[src/rtl/wdog_timer.sv]
module wdog_timer #(
  parameter int          CLK_HZ     = 100_000_000,
  parameter int          RST_CYCLES = 16,
  parameter logic [15:0] VERSION    = 16'h0001
) (
  input  logic        clk,
  input  logic        por_n,
  input  logic        sys_rst_n,
  input  logic [7:0]  addr,
  input  logic        wr_en,
  input  logic [31:0] wr_data,
  input  logic        rd_en,
  output logic [31:0] rd_data,
  output logic        wdt_rst
);
  localparam int PW = (CLK_HZ > 1) ? $clog2(CLK_HZ) : 1;
  localparam int RW = $clog2(RST_CYCLES + 1);
  localparam logic [7:0] A_CTRL = 8'h14;
  localparam logic [7:0] A_STAT = 8'h18;
  localparam logic [7:0] A_VER  = 8'h1C;

  logic          en;
  logic [3:0]    tmo;
  logic [PW-1:0] presc;
  logic [3:0]    secs;
  logic          fired;
  logic [RW-1:0] pulse;
  logic          cause;

  wire ctrl_wr = wr_en && (addr == A_CTRL);
  wire stat_wr = wr_en && (addr == A_STAT);
  wire [3:0] load_tmo = ctrl_wr ? wr_data[11:8] : tmo;
  wire [3:0] load_sec = (load_tmo == 4'd0) ? 4'd1 : load_tmo;
  wire tick   = (presc == PW'(CLK_HZ - 1));
  wire expire = en && !fired && !ctrl_wr && tick && (secs == 4'd1);

  assign wdt_rst = (pulse != '0);

  always_ff @(posedge clk) begin
    if (!por_n || !sys_rst_n) begin
      en    <= 1'b0;
      tmo   <= 4'd0;
      presc <= '0;
      secs  <= 4'd1;
      fired <= 1'b0;
      pulse <= '0;
    end else begin
      if (pulse != '0) pulse <= pulse - 1'b1;
      if (ctrl_wr) begin
        en  <= en | wr_data[7];
        tmo <= wr_data[11:8];
      end
      if (ctrl_wr || !en) begin
        presc <= '0;
        secs  <= load_sec;
      end else if (!fired) begin
        if (tick) begin
          presc <= '0;
          if (expire) begin
            fired <= 1'b1;
            pulse <= RW'(RST_CYCLES);
          end else begin
            secs <= secs - 4'd1;
          end
        end else begin
          presc <= presc + 1'b1;
        end
      end
    end
  end

  always_ff @(posedge clk) begin
    if (!por_n)                        cause <= 1'b0;
    else if (expire)                   cause <= 1'b1;
    else if (stat_wr && wr_data[31])   cause <= 1'b0;
  end

  always_comb begin
    rd_data = 32'd0;
    if (rd_en) begin
      case (addr)
        A_CTRL:  rd_data = {20'd0, tmo, en, 7'd0};
        A_STAT:  rd_data = {cause, 31'd0};
        A_VER:   rd_data = {16'd0, VERSION};
        default: rd_data = 32'd0;
      endcase
    end
  end


  enable_sticky_chk: assert property (@(posedge clk) disable iff (!por_n || !sys_rst_n)
    $past(en) |-> en);

  idle_quiet_chk: assert property (@(posedge clk) disable iff (!por_n || !sys_rst_n)
    !en |-> !wdt_rst);

  kick_holds_chk: assert property (@(posedge clk) disable iff (!por_n || !sys_rst_n)
    (ctrl_wr && !fired && !wdt_rst) |=> !wdt_rst);

  single_pulse_chk: assert property (@(posedge clk) disable iff (!por_n || !sys_rst_n)
    (fired && !wdt_rst) |=> !wdt_rst);

  cause_on_fire_chk: assert property (@(posedge clk) disable iff (!por_n || !sys_rst_n)
    $rose(wdt_rst) |-> cause);
endmodule

[config.mk]
export PLATFORM = sky130hd
export DESIGN_NAME = wdog_timer
export DESIGN_NICKNAME = d
export VERILOG_FILES = /design/src/rtl/wdog_timer.sv
export SDC_FILE = /design/constraint.sdc
export NUM_CORES = 1
export LEC_CHECK = 0
export BUFFER_PORTS_ARGS = -buffer_cell sky130_fd_sc_hd__buf_4
export CAP_MARGIN = 15
export CORE_ASPECT_RATIO = 0.8
export CORE_UTILIZATION = 55
export DETAILED_ROUTE_END_ITERATION = 16
export GPL_TIMING_DRIVEN = 0
export HOLD_SLACK_MARGIN = 0.05
export PLACE_DENSITY = 0.93
export SLEW_MARGIN = 20
export SYNTH_ARGS = -nofsm -noshare
export SYNTH_HDL_FRONTEND = slang
export SYNTH_SLANG_ARGS = --single-unit
[constraint.sdc]
create_clock -name clk -period 4.84 [get_ports clk]
set_input_delay 0.242 -clock clk [delete_from_list [all_inputs] [get_ports clk]]
set_output_delay 0.242 -clock clk [all_outputs]
set_load 0.02 [all_outputs]
==> flow_summary_export.csv, run 1 <==
group,metric,value,unit
floorplan,initial_utilization,0.579,
timing,hold_viol_final,0,
run,cap_violations,0,
timing,max_freq,489,MHz
floorplan,dieArea,0.00469,mm2
critical_path,arrival,2230,ps
global_route,grt_pass1_wl,7.75,mm
place,numPortBuffers,26,
critical_path,crit_required,5030,ps
floorplan,io_pins,78,
cts,clk_path_buf_depth,2,
synthesis,yosysWarningCount,0,
drt,num_vias,2064,
pwr,peakVddDrop,0.168,mV
synthesis,syn_area_per_cell,8.36,um2
timing,tns,0,ps
synthesis,synthMuxAreaShare,0.0293,
drt,met1Wirelength,2.11,mm
drt,wl_met3,183,um
finish,area_growth,17.6,%
critical_path,critPathLaunch,"fired",
finish,drive_above_1_share,0.205,
global_route,grt_usage,0.213,
place,dp_hpwl,3.61,mm
finish,layout.nets,397,
drt,dr.pass1.iters,4,
cts,numCtsBuffers,5,
floorplan,num_rows,21,
global_route,grt_max_degree,12,
place,place.gp.congestion,0.849,
drt,avgRoutedWirePerCell,11.6,um
cts,clk_latency,300,ps
cts,htree_levels,2,
worst_hold_path,min_from,"wr_data[8]",
worst_hold_path,worst_hold_path_type,"in2reg",
timing,slew_headroom,0.403,
outcome,status,"finished clean",
timing,timing.final.crit_period,2050,ps
pwr,pwr_density_cell,277,mW/mm2
drt,first_iter_violations,113,
drt,drc,0,
synthesis,synth-xor-area-share,0.104,
cts,path_clk_slew,80,ps
synthesis,synth_top_family_by_area,"simple AND/OR/NAND/NOR gates",
synthesis,synth_compound_area_frac,0.0658,
timing,setup_violations,0,
cts,cts_tree,"built",
synthesis,synth_sequential_area_ratio,0.354,
timing,fin_skew,9.51,ps
critical_path,crit_path_start_kind,"register",
synthesis,synth_edf_count,0,
synthesis,synth_cell_types,46,
timing,finalCritPeriodShare,0.423,
timing,grt_setup_unrepaired,"false",
cts,root_buffer,"clkbuf_8",
finish,fin_util,0.681,
drt,routed-wl-met2,2.31,mm
synthesis,synth_cells,291,
synthesis,synthSimpleGateAreaFrac,0.315,
timing,slew_viol_final,0,
finish,final_cell_mix,"buf_4, nor2_1, dfxtp_1, conb_1, nand2_1",
drt,top_layer_used,"met4",
synthesis,syn_area,0.00243,mm2
finish,layout_commonest_cell,"buf_4",
synthesis,synth_flop_cell,"dfxtp_1",
critical_path,cp-end-kind,"register",
pwr,p_leak,1.20,nW
timing,worst_pin_slew,887,ps
cts,post_cts_buffers,0,
critical_path,path_class,"reg2reg",
cts,cts_resized,0,
global_route,grt_remaining_overflow,0,
synthesis,synthAdderAreaFrac,0.0206,
cts,clock-sinks,43,
critical_path,r2r_start,"fired",
drt,wirelength,4.69,mm
critical_path,cp_max_fo,6,
floorplan,fp.dieH,61.5,um
global_route,antenna_found_initial,0,
drt,via_per_inst,5.11,
cts,hold_buffers,0,
floorplan,core,0.00420,mm2
drt,ant_nets,0,
finish,diodes,0,
synthesis,synth_seq_cells,43,
floorplan,fp.dieW,76.4,um
global_route,grt_pass1_vias,1783,
synthesis,async_flop_share,0,
## cell usage after synthesis, drive strengths merged (2+ instances only)
cell | count | area share
o21ai | 7 | 0.014
nor3 | 13 | 0.027
xnor2 | 17 | 0.061
or3 | 3 | 0.0098
nand3b | 3 | 0.014
o211ai | 2 | 0.0062
buf | 29 | 0.088
and2 | 10 | 0.026
nor2b | 3 | 0.0077
dfxtp | 43 | 0.35
or4 | 3 | 0.011
inv | 10 | 0.015
clkbuf | 4 | 0.0062
a21o | 2 | 0.0062
mux2i | 6 | 0.025
nor2 | 51 | 0.079
o31ai | 3 | 0.011
a21oi | 4 | 0.011
and4 | 4 | 0.014
nand3 | 12 | 0.025
ha | 4 | 0.021
nor4 | 5 | 0.022
nand2 | 18 | 0.028
nand4 | 11 | 0.031
xor2 | 12 | 0.043
## path summary, 6_finish.rpt
kind / slack (ps) / cells past startpoint / to
max: 2790 / 5 / presc[23]
max reg2reg: 2790 / 5 / presc[23]
min: 190 / 3 / tmo[0]
min reg2reg: 500 / 2 / pulse[4]
## critical path, stage by stage (launching register included)
cell	delay [ps]
dfxtp_1	380
nand4b_2	330
nor4_1	790
nand4_1	190
xor2_1	200
nor2_1	50
## where the power goes
part / total, mW / switching, mW / internal (mW)
logic: 0.205 / 0.115 / 0.0903
registers: 0.379 / 0.0104 / 0.368
clock network: 0.209 / 0.113 / 0.0962
## per-layer routing
metal	global-route usage	up-vias
met4	0.107	0
met3	0.0563	12
met5	0	-
met2	0.391	38
li1	-	1055
met1	0.236	959
## cell type report
cell class	instances	area, um2
inverter	10	37.5
sequential	43	861
clock buffer	6	72.6
timing repair buffer	26	195
tap	57	71.3
multi-input combinational	229	1400
fill	350	1340
buffer	33	229
## state kept, by name, summed over array words and instances (netlist names)
signal / count
cause: 1
en: 1
fired: 1
presc: 27
pulse: 5
secs: 4
tmo: 4
## stage by stage
| stage | setup WS (ps) | instances | hold slack [ps] | cell area [um2] | total power [mW] |
|---|---|---|---|---|---|
| 3_5_place_dp | 2830 | 398 | 490 | 2790 | 0.590 |
| 2_1_floorplan | 3070 | 315 | 386 | 2520 | 0.539 |
| 4_1_cts | 2780 | 404 | 189 | 2860 | 0.797 |
| 3_3_place_gp | 2910 | 398 | 462 | 2790 | 0.582 |
| 5_1_grt | 2640 | 404 | 203 | 2860 | 0.840 |
| 6_report | 2790 | 404 | 191 | 2860 | 0.793 |
## cell families after synthesis
kind of cell    after synthesis
simple gates                141
fa+ha+maj                     4
mux                           7
other cells                   1
xor+xnor                     29
flops                        43
buf+inv                      43
compound gates               23
Power figures use the tool's default switching activity.
==> run 2: changes to the inputs <==
- CORE_UTILIZATION: 55 -> 46
- PLACE_DENSITY: 0.93 -> 0.84
- clock period: 4.84 -> 1.85 ns (I/O delays scaled with it)
==> run 2 against run 1 <==
Net effect:
- the flow now finishes with violations (negative setup slack)
- critical path depth rose by 1
- register-to-register slack worse by 2900 ps
- global-route usage down 0.27 points
- cell count is 4.5% higher
- maximum frequency increased by 6.1%
- clock power grew to 2.8 times the previous value
- worst hold slack worse by 140 ps
- largest power group unchanged
==> flow_summary_export.csv, run 2 (synthesis gave the netlist of run 1 again) <==
group,metric,value,unit
finish,regMostFlops,"presc",
critical_path,path_class,"reg2reg",
place,place.gp.congestion,0.803,
cts,clock-sinks,43,
cts,root_buffer,"clkbuf_8",
critical_path,crit_required,2030,ps
global_route,grt_pass1_vias,2116,
pwr,intPower,1.47,mW
global_route,antenna_found_initial,0,
critical_path,r2r_cells,6,
timing,timing.final.crit_period,1930,ps
pwr,switching_share,0.306,
global_route,grt_pass1_wl,9.32,mm
timing,max_freq,519,MHz
cts,clk_latency,300,ps
pwr,pwr-share-clk,0.272,
pwr,pwr_density_cell,670,mW/mm2
place,numPortBuffers,26,
finish,area_growth,29.9,%
critical_path,crit_chain,"ha_2, nand3b_4, or3_1, nor4_2, xnor2_1, nor2_4",
finish,layout.nets,408,
critical_path,slowest_stage,"or3_1",
cts,htree_levels,2,
timing,setup_violations,9,
finish,final_cell_mix,"buf_4, nor2_1, dfxtp_1, conb_1, nand2_1",
pwr,p_leak,1.31,nW
critical_path,crit_path_start_kind,"register",
pwr,p_total,2.12,mW
floorplan,dieArea,0.00558,mm2
drt,via_per_inst,5.10,
run,cap_violations,0,
finish,largestRegisters,"presc x27, pulse x5",
critical_path,cp_top_family,"simple AND/OR/NAND/NOR gates",
place,pre_cts_slack,-182,ps
pwr,combPwrFrac,0.261,
timing,slew_headroom,0.647,
finish,fill_cells,412,
floorplan,core,0.00504,mm2
cts,path_clk_slew,70,ps
finish,diodes,0,
pwr,switchingPower,0.647,mW
critical_path,cp_num_buf_inv,0,
critical_path,cp_max_fo,7,
timing,slew_viol_final,0,
outcome,violations,"negative setup slack",
floorplan,fp.dieH,67.0,um
global_route,grt_max_degree,13,
critical_path,arrival,2100,ps
drt,wirelength,5.55,mm
drt,first_iter_violations,90,
worst_hold_path,hold_path_depth,2,
critical_path,worst_path_largest_cell_delay,450,ps
drt,drc,0,
global_route,grt_remaining_overflow,0,
timing,finalCritPeriodShare,1.04,
global_route,grt_usage,0.210,
timing,hold_viol_final,0,
finish,layout_commonest_cell,"buf_4",
floorplan,num_rows,23,
outcome,status,"finished with violations",
cts,numCtsBuffers,5,
timing,final.setup.worst_slack,-77.3,ps
drt,ant_nets,0,
floorplan,io_pins,78,
drt,num_vias,2151,
timing,worst_pin_slew,525,ps
floorplan,fp.dieW,83.3,um
finish,largest_reg_flops,27,
pwr,peakVddDrop,0.664,mV
drt,avgRoutedWirePerCell,13.2,um
place,dp_hpwl,3.72,mm
critical_path,cp-end-kind,"register",
pwr,power_frac_seq,0.468,
timing,fin_skew,7.76,ps
timing,grt_setup_unrepaired,"true",
cts,clk_path_buf_depth,2,
drt,dr.pass1.iters,4,
critical_path,cp.depth,6,
floorplan,initial_utilization,0.483,
worst_hold_path,worst_hold_path_type,"in2reg",
cts,cts_tree,"built",
timing,tns,-173,ps
finish,drive_above_1_share,0.311,
## run 2: changes by cell type in the layout (fill, tap and decap cells not counted), moves of 3 or more
cell and change:
buf_6 +6, o21ai_0 -4, nor4_1 -3, nor2_2 +11, nor2_4 +3, dfxtp_1 -7, nor2_1 -14, dlygate4sd3_1 +3
dfxtp_2 +6, o21ai_1 +3
## run 2: repair_timing
action | in CTS | in global routing
setup endpoints to repair | 30 | 37
buffers inserted | 4 | 2
pin swaps | 8 | 19
hold buffers | 2 | 1
gates cloned | 1 | 1
endpoints found under the hold margin | 2 | 1
resized for setup | 18 | 36
## run 2: power by group through the flow
stage	clock network (mW)	registers [mW]	logic, mW
CTS	0.586	0.990	0.546
global route	0.649	0.997	0.623
global placement	0	1.01	0.523
finish	0.575	0.990	0.551
detailed placement	0	1.01	0.538
floorplan	0	1.01	0.403
## run 2: worst paths after layout
kind	from	endpoint	slack, ps
setup / recovery	presc[1]	presc[26]	-80
hold / removal	por_n	cause	50
setup reg to reg	presc[1]	presc[26]	-80
hold reg to reg	cause	cause	510
## run 2: layer usage
metal / part of all wire / wire length (um) / vias up / GRT usage
met3: 0.059 / 325 / 16 / 0.0558
met4: 0.021 / 116 / 0 / 0.101
met5: 0 / 0 / - / 0
met1: 0.42 / 2340 / 998 / 0.239
li1: - / - / 1076 / -
met2: 0.50 / 2770 / 61 / 0.370
## run 2: through the flow
stage	utilization	area [um2]	hold slack, ps	instances
after floorplan	-	2520	236	315
after global placement	0.555	2800	339	403
after detailed placement	0.555	2800	351	403
after CTS	0.601	3030	53.2	418
after global routing	0.627	3160	56.9	422
final	0.627	3160	50.1	422
## run 2: area by class of cell
cell class / count / area, um2 / share of cell area
plain buffers: 33 / 240 / 0.0760
clock buffers: 7 / 76.3 / 0.0242
clock inverters: 1 / 5.00 / 0.00158
inverters: 10 / 37.5 / 0.0119
multi-input cells: 229 / 1550 / 0.492
flip-flops and latches: 43 / 872 / 0.276
well taps: 62 / 77.6 / 0.0246
repair buffers: 37 / 297 / 0.0939
==> run 3: changes to the inputs <==
- GPL_TIMING_DRIVEN: 0 -> default
==> run 3 against run 2 <==
Net effect:
- the flow now finishes without violations
- utilization decreased by 5.4 points
- maximum frequency increased by 5.9%
- sequential power about the same
- highest routed layer unchanged
==> flow_summary_export.csv, run 3 (synthesis gave the netlist of run 1 again) <==
group,metric,value,unit
outcome,status,"finished clean",
global_route,antenna_found_initial,0,
global_route,grt_max_degree,15,
finish,area_growth,18.7,%
timing,slew_viol_final,0,
cts,root_buffer,"clkbuf_8",
global_route,grt_remaining_overflow,0,
pwr,combPwrFrac,0.235,
timing,grt_setup_unrepaired,"true",
critical_path,crit_chain,"or4b_4, and4bb_1, nand3_1, or3_4, a21oi_2",
cts,path_clk_slew,80,ps
timing,hold_viol_final,0,
floorplan,fp.dieW,83.3,um
timing,timing.final.crit_period,1820,ps
place,place.gp.congestion,0.773,
timing,max_freq,550,MHz
timing,finalCritPeriodShare,0.983,
global_route,grt_pass1_vias,1901,
pwr,intPower,1.51,mW
finish,instances_no_fill,395,
critical_path,cp_num_buf_inv,0,
cts,htree_levels,2,
drt,via_per_inst,5.17,
finish,fill_cells,438,
finish,largestRegisters,"presc x27, pulse x5",
timing,fin_skew,10.4,ps
pwr,switchingPower,0.635,mW
critical_path,cp_max_fo,3,
critical_path,crit_required,2080,ps
timing,setup_violations,0,
finish,regMostFlops,"presc",
cts,cts_tree,"built",
floorplan,core,0.00504,mm2
drt,avgRoutedWirePerCell,12.8,um
pwr,pwr_density_cell,743,mW/mm2
run,cap_violations,0,
critical_path,arrival,2040,ps
pwr,switching_share,0.296,
timing,holdWs,63.7,ps
cts,clock-sinks,43,
cts,clk_path_buf_depth,2,
drt,num_vias,2043,
finish,drive_above_1_share,0.210,
cts,numCtsBuffers,5,
drt,ant_nets,0,
finish,seqCellArea,866,um2
critical_path,crit_path_start_kind,"register",
place,numPortBuffers,26,
cts,clk_latency,290,ps
floorplan,fp.dieH,67.0,um
pwr,pwr-share-clk,0.303,
worst_hold_path,worst_hold_path_type,"in2reg",
place,pre_cts_slack,-104,ps
floorplan,initial_utilization,0.483,
floorplan,dieArea,0.00558,mm2
timing,final.setup.worst_slack,30.7,ps
critical_path,path_class,"reg2reg",
drt,first_iter_violations,98,
critical_path,worst_path_largest_cell_delay,530,ps
place,dp_hpwl,3.54,mm
critical_path,reg2reg_setup_slack,30,ps
critical_path,cp_top_family,"simple AND/OR/NAND/NOR gates",
pwr,p_total,2.14,mW
finish,final_cell_mix,"nor2_1, buf_4, dfxtp_1, conb_1, nand2_1",
critical_path,cp-end-kind,"register",
floorplan,io_pins,78,
drt,wirelength,5.04,mm
finish,multi_input_area,0.00144,mm2
drt,dr.pass1.iters,6,
finish,diodes,0,
place,place_inst,383,
floorplan,num_rows,23,
pwr,power_frac_seq,0.461,
global_route,grt_pass1_wl,8.42,mm
global_route,grt_usage,0.192,
pwr,peakVddDrop,0.728,mV
pwr,p_leak,1.19,nW
drt,drc,0,
timing,tns,0,ps
finish,largest_reg_flops,27,
critical_path,slowest_stage,"or4b_4",
finish,layout_commonest_cell,"nor2_1",
finish,layout.nets,381,
## run 3: cell count changes in the layout (fill, tap and decap cells not counted), moves of 3 or more
cell      delta
nor2_4       -3
clkbuf_1     -5
nor2_2      -11
dfxtp_1      +3
buf_4       -16
buf_6        -6
o21ai_0      +4
nor2_1      +14
o21ai_1      -3
## run 3: worst paths after layout
kind	start	end	cells after the start
setup / recovery	presc[19]	fired	5
hold / removal	por_n	cause	2
setup reg to reg	presc[19]	fired	5
hold reg to reg	pulse[4]	pulse[4]	2
## run 3: what timing repair did
| action | 4_1_cts | 5_1_grt |
|---|---|---|
| setup buffers | 2 | 0 |
| hold endpoints to repair | 1 | 0 |
| pin swaps | 4 | 4 |
| resized for setup | 4 | 9 |
| cloned | 1 | 0 |
| setup endpoints to repair | 31 | 16 |
| hold buffers | 1 | 0 |
## run 3: through the flow
| step | utilization | instance area [um2] |
|---|---|---|
| 2_1_floorplan | - | 2520 |
| 3_3_place_gp | 0.531 | 2680 |
| 3_5_place_dp | 0.531 | 2680 |
| 4_1_cts | 0.567 | 2850 |
| 5_1_grt | 0.573 | 2890 |
| 6_report | 0.573 | 2890 |
## run 3: routing by layer
metal  GRT usage  wire length [um]  vias up
met5           0                 0        -
met4      0.0690                75        0
met3      0.0421               262        9
met2       0.343              2420       56
met1       0.229              2280      952
li1            -                 -     1026
## run 3: cell type report
cell class                 count  area share
clock buffer                   8      0.0347
sequential                    43       0.300
tap                           62      0.0269
multi-input combinational    229       0.500
timing repair buffer          43       0.126
inverter                      10      0.0130
## run 3: power by group through the flow
stage	registers [mW]	logic, mW	clock network (mW)
2_1_floorplan	1.01	0.403	0
3_3_place_gp	1.01	0.486	0
3_5_place_dp	1.01	0.497	0
4_1_cts	0.990	0.504	0.659
5_1_grt	0.993	0.565	0.707
6_report	0.989	0.504	0.650
